File: config.mk
export PLATFORM = sky130hd
export DESIGN_NAME = operand_bypass_core
export DESIGN_NICKNAME = d
export VERILOG_FILES = /design/src/rtl/operand_bypass_core.sv
export SDC_FILE = /design/constraint.sdc
export NUM_CORES = 1
export LEC_CHECK = 0
export ABC_AREA = 1
export CORE_UTILIZATION = 40
export DETAILED_ROUTE_END_ITERATION = 8
export PLACE_DENSITY = 0.72
export SETUP_SLACK_MARGIN = 0.05
export SYNTH_ARGS = -nofsm -noshare
export SYNTH_HDL_FRONTEND = slang
export SYNTH_SLANG_ARGS = --single-unit
File: constraint.sdc
create_clock -name clk -period 4.2 [get_ports clk]
set_input_delay 0.42 -clock clk [delete_from_list [all_inputs] [get_ports clk]]
set_output_delay 0.42 -clock clk [all_outputs]
set_load 0.03 [all_outputs]
File: src/rtl/operand_bypass_core.sv
module operand_bypass_core #(
  parameter int XLEN = 32,
  parameter int NREG = 32,
  localparam int RW = $clog2(NREG)
) (
  input  logic            clk,
  input  logic            rst_n,
  input  logic [RW-1:0]   ex_src_a,
  input  logic [RW-1:0]   ex_src_b,
  input  logic [RW-1:0]   ex_dst,
  input  logic            ex_we,
  input  logic            ex_load,
  input  logic            ex_store,
  input  logic [1:0]      ex_op,
  input  logic            ex_imm_en,
  input  logic [XLEN-1:0] ex_imm,
  input  logic [XLEN-1:0] ex_rf_a,
  input  logic [XLEN-1:0] ex_rf_b,
  input  logic [XLEN-1:0] mem_rdata,
  output logic [1:0]      fwd_a,
  output logic [1:0]      fwd_b,
  output logic            fwd_c,
  output logic [XLEN-1:0] mem_addr,
  output logic [XLEN-1:0] mem_wdata,
  output logic            mem_we,
  output logic            mem_re,
  output logic            wb_we,
  output logic [RW-1:0]   wb_dst,
  output logic [XLEN-1:0] wb_value
);
  localparam logic [1:0] SEL_RF = 2'b00;
  localparam logic [1:0] SEL_WB = 2'b01;
  localparam logic [1:0] SEL_MEM = 2'b10;

  logic [XLEN-1:0] m_alu, m_sdata;
  logic [RW-1:0]   m_dst, m_sb;
  logic            m_we, m_ld, m_st;
  logic [XLEN-1:0] w_alu, w_ldata;
  logic [RW-1:0]   w_dst;
  logic            w_we, w_ld;

  logic m_live, w_live;
  logic hit_ma, hit_mb, hit_wa, hit_wb;
  logic [XLEN-1:0] opa, opb_reg, opb, alu_y;

  assign m_live = m_we & ~m_ld & (|m_dst);
  assign w_live = w_we & (|w_dst);
  assign hit_ma = m_live & (m_dst == ex_src_a);
  assign hit_mb = m_live & (m_dst == ex_src_b);
  assign hit_wa = w_live & (w_dst == ex_src_a);
  assign hit_wb = w_live & (w_dst == ex_src_b);

  assign fwd_a = hit_ma ? SEL_MEM : (hit_wa ? SEL_WB : SEL_RF);
  assign fwd_b = hit_mb ? SEL_MEM : (hit_wb ? SEL_WB : SEL_RF);

  assign wb_value = w_ld ? w_ldata : w_alu;

  always_comb begin
    case (fwd_a)
      SEL_MEM: opa = m_alu;
      SEL_WB:  opa = wb_value;
      default: opa = ex_rf_a;
    endcase
    case (fwd_b)
      SEL_MEM: opb_reg = m_alu;
      SEL_WB:  opb_reg = wb_value;
      default: opb_reg = ex_rf_b;
    endcase
  end

  assign opb = ex_imm_en ? ex_imm : opb_reg;

  always_comb begin
    case (ex_op)
      2'b00:   alu_y = opa + opb;
      2'b01:   alu_y = opa - opb;
      2'b10:   alu_y = opa & opb;
      default: alu_y = opa | opb;
    endcase
  end

  assign fwd_c     = m_st & w_ld & w_live & (w_dst == m_sb);
  assign mem_wdata = fwd_c ? w_ldata : m_sdata;
  assign mem_addr  = m_alu;
  assign mem_we    = m_st;
  assign mem_re    = m_ld;
  assign wb_we     = w_we;
  assign wb_dst    = w_dst;

  always_ff @(posedge clk) begin
    if (!rst_n) begin
      m_we <= 1'b0;
      m_ld <= 1'b0;
      m_st <= 1'b0;
      w_we <= 1'b0;
      w_ld <= 1'b0;
    end else begin
      m_we <= ex_we;
      m_ld <= ex_load;
      m_st <= ex_store;
      w_we <= m_we;
      w_ld <= m_ld;
    end
    m_dst   <= ex_dst;
    m_sb    <= ex_src_b;
    m_alu   <= alu_y;
    m_sdata <= opb_reg;
    w_dst   <= m_dst;
    w_alu   <= m_alu;
    w_ldata <= mem_rdata;
  end


  near_pick_chk: assert property (@(posedge clk) disable iff (!rst_n)
    (fwd_a == 2'b10) |-> (opa == mem_addr));

  far_pick_chk: assert property (@(posedge clk) disable iff (!rst_n)
    (fwd_a == 2'b01) |-> (opa == wb_value));

  near_wins_chk: assert property (@(posedge clk) disable iff (!rst_n)
    (m_we && !m_ld && m_dst != '0 && m_dst == ex_src_b) |-> (fwd_b == 2'b10));

  zero_reg_chk: assert property (@(posedge clk) disable iff (!rst_n)
    (ex_src_a == '0) |-> (fwd_a == 2'b00));

  load_near_chk: assert property (@(posedge clk) disable iff (!rst_n)
    mem_re |-> (fwd_a != 2'b10 && fwd_b != 2'b10));

  store_swap_chk: assert property (@(posedge clk) disable iff (!rst_n)
    fwd_c |-> (mem_we && mem_wdata == w_ldata));

  wb_follow_chk: assert property (@(posedge clk) disable iff (!rst_n)
    wb_we |-> $past(m_we));
endmodule

* After elaboration in Yosys (flattened, before gate mapping)
Cells that the tools add are included.
** Storage, ports and cells
- Register bits after elaboration :: 148
- Input bits :: 151
- Output and inout port bits :: 109
- Word-level logic and storage cells :: 51
** Cells by class
- $add $sub $neg :: 2
- Eq/ne operators :: 11
- Mux-type cells :: 10
- Bitwise logic cells :: 13
- Reduce and logical (&&, ||, !) cells :: 3
** Operators by type and width (number)
- $pmux 32 s2 :: 2
- $mux 32 :: 3
- $pmux 32 s3 :: 1
- $add 32x32->32 :: 1
- $and 32x32->32 :: 1
- $or 32x32->32 :: 1
- $sub 32x32->32 :: 1
- $eq 5x5->1 :: 5
- $and 1x1->1 :: 10
- $reduce_or 5->1 :: 2
- $eq 2x1->1 const B :: 3
- $eq 2x2->1 const B :: 3
- $mux 2 :: 2
- $logic_not 2->1 :: 1
- $mux 1 :: 2
- $not 1->1 :: 1

* Depth between registers and ports, before layout
- Depth in word-level cells :: 10
- Depth in mapped cells :: 35
- Gate-level depth less buffers :: 34

* Least setup slack after synthesis
Ideal clock, no wire load.
- Path kind :: reg-to-reg
- From :: register w_dst[4], in the netlist wb_dst[4]
- To :: register m_alu[28], in the netlist mem_addr[28]
- Setup time :: 0.126 ns
- Arrival time :: 4.117 ns
- Required time :: 4.074 ns
- Path slack :: -0.043 ns
- Stages on the path, launching flop included :: 29
- Path buffers :: 1
- Clock period less this slack :: 4.243 ns
- Path through :: dfxtp_1 > xnor2_1 > nor2b_2 > nand3_4 > buf_6 > nand3_1 > nand3_2 > o21ai_2 > ha_1 > inv_1 > nor2_4 > nand3_2 > nor2_2 > nand2_2 > o21ai_4 > o21ai_1 > nand2_1 > nand2_1 > ha_1 > nand2_1 > nor4_1 > nand3_1 > nand3_1 > nand2_1 > o211ai_1 > nand3_1 > nand2_1 > xor2_1 > a22oi_1
** Between the ends
- Word-level cells in the longest chain between the ends :: 10
- Elaborated cells between the ends (all ways) :: 22
- Those cells by class :: add/sub (2); eq/ne (6); mux (8); bitwise (5); reduce/logical (1)
** RTL lines
- start, declared :: RTL line 39 : logic [RW-1:0] w_dst;
- start signal, assigned :: RTL line 108 : w_dst <= m_dst;
- $reduce_or 5->1 :: RTL line 47 : assign w_live = w_we & (|w_dst);
- $and 1x1->1 :: RTL line 47
- $and 1x1->1 (*) :: RTL line 51 : assign hit_wb = w_live & (w_dst == ex_src_b);
- $mux 1 (*) :: RTL line 54 : assign fwd_b = hit_mb ? SEL_MEM : (hit_wb ? SEL_WB : SEL_RF);
- $mux 2 (*) :: RTL line 54
- $eq 2x1->1 / $eq 2x2->1 (equally long branches) :: RTL line 64 : case (fwd_b)
- $pmux 32 s2 (*) :: RTL line 64
- named net opb_reg[0] :: RTL line 44 : logic [XLEN-1:0] opa, opb_reg, opb, alu_y;
- $mux 32 (*) :: RTL line 71 : assign opb = ex_imm_en ? ex_imm : opb_reg;
- $sub 32x32->32 / $add 32x32->32 (equally long branches) :: RTL line 76, 75
- $pmux 32 s3 (*) :: RTL line 74 : case (ex_op)
- named net alu_y[28] :: RTL line 44
- end signal, assigned :: RTL line 106 : m_alu <= alu_y;
- end, declared :: RTL line 35 : logic [XLEN-1:0] m_alu, m_sdata;
Mark *: on every way through the listed nets, which the timed path passes. The rest lies on a longest branch.
A chain may end at the register's enable or synchronous reset.

* Final worst setup path
- From :: register m_dst[2]
- To :: register m_alu[28], in the netlist mem_addr[28]
** Between the ends
- Word-level cells in the longest chain between the ends :: 9
- Elaborated cells between the ends (all ways) :: 20
- Those cells by class :: add/sub (2); eq/ne (6); mux (6); bitwise (5); reduce/logical (1)
** RTL lines
- start, declared :: RTL line 36 : logic [RW-1:0] m_dst, m_sb;
- start signal, assigned :: RTL line 104 : m_dst <= ex_dst;
- $reduce_or 5->1 :: RTL line 46 : assign m_live = m_we & ~m_ld & (|m_dst);
- $and 1x1->1 :: RTL line 46
- $and 1x1->1 :: RTL line 49 : assign hit_mb = m_live & (m_dst == ex_src_b);
- $mux 2 :: RTL line 54
- $eq 2x1->1 / $eq 2x2->1 (equally long branches) :: RTL line 64
- $pmux 32 s2 :: RTL line 64
- $mux 32 :: RTL line 71
- $sub 32x32->32, or another cell as far along :: RTL line 76 : 2'b01: alu_y = opa - opb;
- $pmux 32 s3 (*) :: RTL line 74
- named net alu_y[28] :: RTL line 44
Marked as above.

==> reports/metrics.csv <==
stage,metric,value,unit
synthesis,"FFs w/ async S/R, synth",0,%
outcome,failing checks,negative setup slack,
hold_path,Hold Startpoint,ex_src_b[3],
pwr,pwr dens,357,nW/µm²
cts,clock latency on the worst-skew pair,0.44,ns
hold_path,Hold Crit Endpoint,m_sb[3]$_DFF_P_,
global_route,GRT Resource Usage Total,35.0,%
synthesis,"count leader, synth",nand2_1,
cts,Max H-tree Level,4,
drt,Via density,5.29,
cts,total CTS buffers,17,
global_route,grt ovf,0,
worst_setup_path,Worst path slowest cell,ha_1,
cts,CTS tree,built,
timing,max-slew violations,0,
drt,DRT iter0 DRCs,1247,
hold_path,Hold Path Depth,1,
worst_setup_path,WP data arrival,4.64,ns
timing,Hold WS,0.368,ns
worst_setup_path,CP required,4.52,ns
pwr,Total Power,0.00573,W
drt,routed vias,12402,
layout,share of cells above drive strength 1,27.5,%
worst_setup_path,Crit path largest cell delay,0.39,ns
drt,First-pass DRT Iterations,5,
die,row count,57,
outcome,outcome,finished with violations,
layout,design area,16000,µm²
run,Max-cap violations,0,
worst_setup_path,CP Max Fanout,4,
worst_setup_path,Worst R2R Path Depth,27,
die,core box area,24200,µm²
timing,RSZ-0062 raised after global routing,yes,
die,chip height,159,µm
timing,Slew HR,38.3,%
timing,endpoints failing setup,7,
worst_setup_path,Worst setup EP type,register,
synthesis,post-synth top area share,30.0,%
die,die width,159,µm
worst_setup_path,"Buf+Inv Stages, Crit Path",3,
worst_setup_path,WS Path Type,register to register,
cts,clock slew at reported path FFs,0.07,ns
layout,final std cells w/o fill,2346,
placed_design,HPWL Detailed,36100,µm
placed_design,DP Cell Count,2300,
timing,Fin. Hold Viols,0,
worst_setup_path,r2r startpoint,m_dst[2]$_DFF_P_,
synthesis,Syn Area/Cell,6.68,µm²
cts,CTS Root Cell,clkbuf_16,
die,die area,25300,µm²
placed_design,area post-placement,14800,µm²
synthesis,Mapped Cells,1478,
synthesis,syn nets,1664,
worst_setup_path,reg2reg setup slack,-0.12,ns
layout,area growth from synthesis to layout,62.5,%
global_route,first-pass GRT wire length,67700,µm
synthesis,Post-synth EDFFs,0,
pwr,P_leak,7.60,nW
synthesis,leading area contributor after synthesis,dfxtp_1,
die,IO Pins,260,
cts,Clock Path Buffers,2,
timing,clk_skew,0.0147,ns
worst_setup_path,CP Depth,27,
worst_setup_path,"delay-heaviest family, CP",simple AND/OR/NAND/NOR gates,
worst_setup_path,critical path startpoint category,register,
synthesis,ys flop type,dfxtp_1,
layout,Layout Nets,2193,
synthesis,Synth Register Bits,148,
placed_design,I/O Buffers,259,
synthesis,mapped cell area,9870,µm²
synthesis,Yosys cell types,56,
timing,f_max,232,MHz
synthesis,synth cell count leaders,"370 x nand2_1, 148 x dfxtp_1, 143 x o21ai_0, 127 x inv_1, 119 x nor2_1",
drt,DRC Markers,0,
worst_setup_path,reg2reg end,mem_addr[28]$_DFF_P_,
die,Initial Util,40.7,%
drt,Avg WL per Cell,19.5,µm
synthesis,Ys Warns,0,
global_route,initial antenna violation count,3,
synthesis,part of the Yosys area used for sequential elements,30.0,%
timing,final critical-path share of the clock period,103,%
global_route,largest net degree at the start of global routing,66,
timing,Worst Tran Pin Value,0.920,ns
timing,Tmin final,4.32,ns
placed_design,gpl congestion,0.999,
pwr,Max IR drop VDD,0.275,mV
timing,worst setup margin,-0.117,ns
timing,setup TNS,-0.469,ns
drt,WL final,45700,µm
synthesis,Synth area leaders,"dfxtp_1 30%, nand2_1 14%, o21ai_0 7.3%, nand3_1 5.8%, inv_1 4.8%",
cts,clock sink total,148,
global_route,vias in the first global route,11656,
hold_path,Hold Crit Class,input pin to register,
drt,post-route ant nets,0,
## report_power, final
group	internal (W)	switching, W	total (W)	leakage (nW)
sequential	0.00158	0.000156	0.00174	1.25
clock	0.000864	0.000731	0.00160	0.293
combinational	0.00107	0.00132	0.00239	6.06
total	0.00352	0.00221	0.00573	7.60
## metrics by stage
step	setup WS (ns)	util [%]
4_1_cts	-0.00746	64.7
3_3_place_gp	-0.606	61.2
2_1_floorplan	0.103	-
3_5_place_dp	-0.680	61.2
6_report	-0.117	66.1
5_1_grt	-0.402	66.1
## cell families after synthesis
group / Yosys count / synth area share (%)
AO/OA/AOI/OAI: 297 / 16.8
XOR/XNOR: 48 / 4.26
adder cells (fa/ha/maj): 35 / 4.51
buffers and inverters: 201 / 9.00
flip-flops: 148 / 30.0
AND/OR/NAND/NOR: 749 / 35.4
## worst max-delay path by stage
stage                     start  slack [ns]              endpoint
6_report       m_dst[2]$_DFF_P_       -0.12  mem_addr[28]$_DFF_P_
3_5_place_dp        ex_src_b[1]       -0.68  mem_addr[29]$_DFF_P_
5_1_grt        m_dst[2]$_DFF_P_       -0.40  mem_addr[28]$_DFF_P_
2_1_floorplan       ex_src_b[1]        0.10  mem_addr[28]$_DFF_P_
3_3_place_gp        ex_src_b[2]       -0.61  mem_addr[28]$_DFF_P_
4_1_cts        m_dst[2]$_DFF_P_      -0.007  mem_addr[26]$_DFF_P_
## routing by layer
layer  up-vias  wire length (µm)  global-route usage, %
li1       5990                 -                      -
met1      5714             20200                   48.3
met2       619             20300                   54.8
met3        79              3910                   6.30
met4         0              1250                   12.0
met5         -                 0                      0
## placed cells by master, fill, tap and decap left out, types with 32 or more instances in the layout
master             n
inv_1            120
nor2_1           114
clkdlybuf4s50_1  254
dfxtp_1          138
nand2_1          346
buf_4            295
o22ai_1           37
nand3_2           45
ha_1              32
xor2_1            35
a21oi_1           58
o21ai_0          123
nand2_2           35
nand3_1          104
## registers in the layout (all words and copies together) (netlist names)
| register | count |
|---|---|
| mem_re | 1 |
| mem_addr | 32 |
| w_alu | 32 |
| m_we | 1 |
| w_ldata | 32 |
| m_sb | 5 |
| m_dst | 5 |
| m_sdata | 32 |
| wb_we | 1 |
| w_ld | 1 |
| wb_dst | 5 |
| mem_we | 1 |
## area by class of cell
cell class | count | area [µm²]
fillers | 2133 | 8210
multi-input cells | 1130 | 6440
repair buffers | 571 | 5080
flip-flops and latches | 148 | 2980
inverters | 139 | 527
clock buffers | 18 | 439
well taps | 324 | 405
clock inverters | 14 | 160
diodes | 2 | 5.00
## timing repair
action                                  in CTS  in global routing
cloned                                       2                  0
endpoints found under the setup margin      19                 24
endpoints found under the hold margin        0                  0
hold buffers                                 0                  0
pin swaps                                   36                 35
resized for setup                           60                 83
buffers inserted                             5                  5
Note: power is estimated with default switching activity, not from simulation.
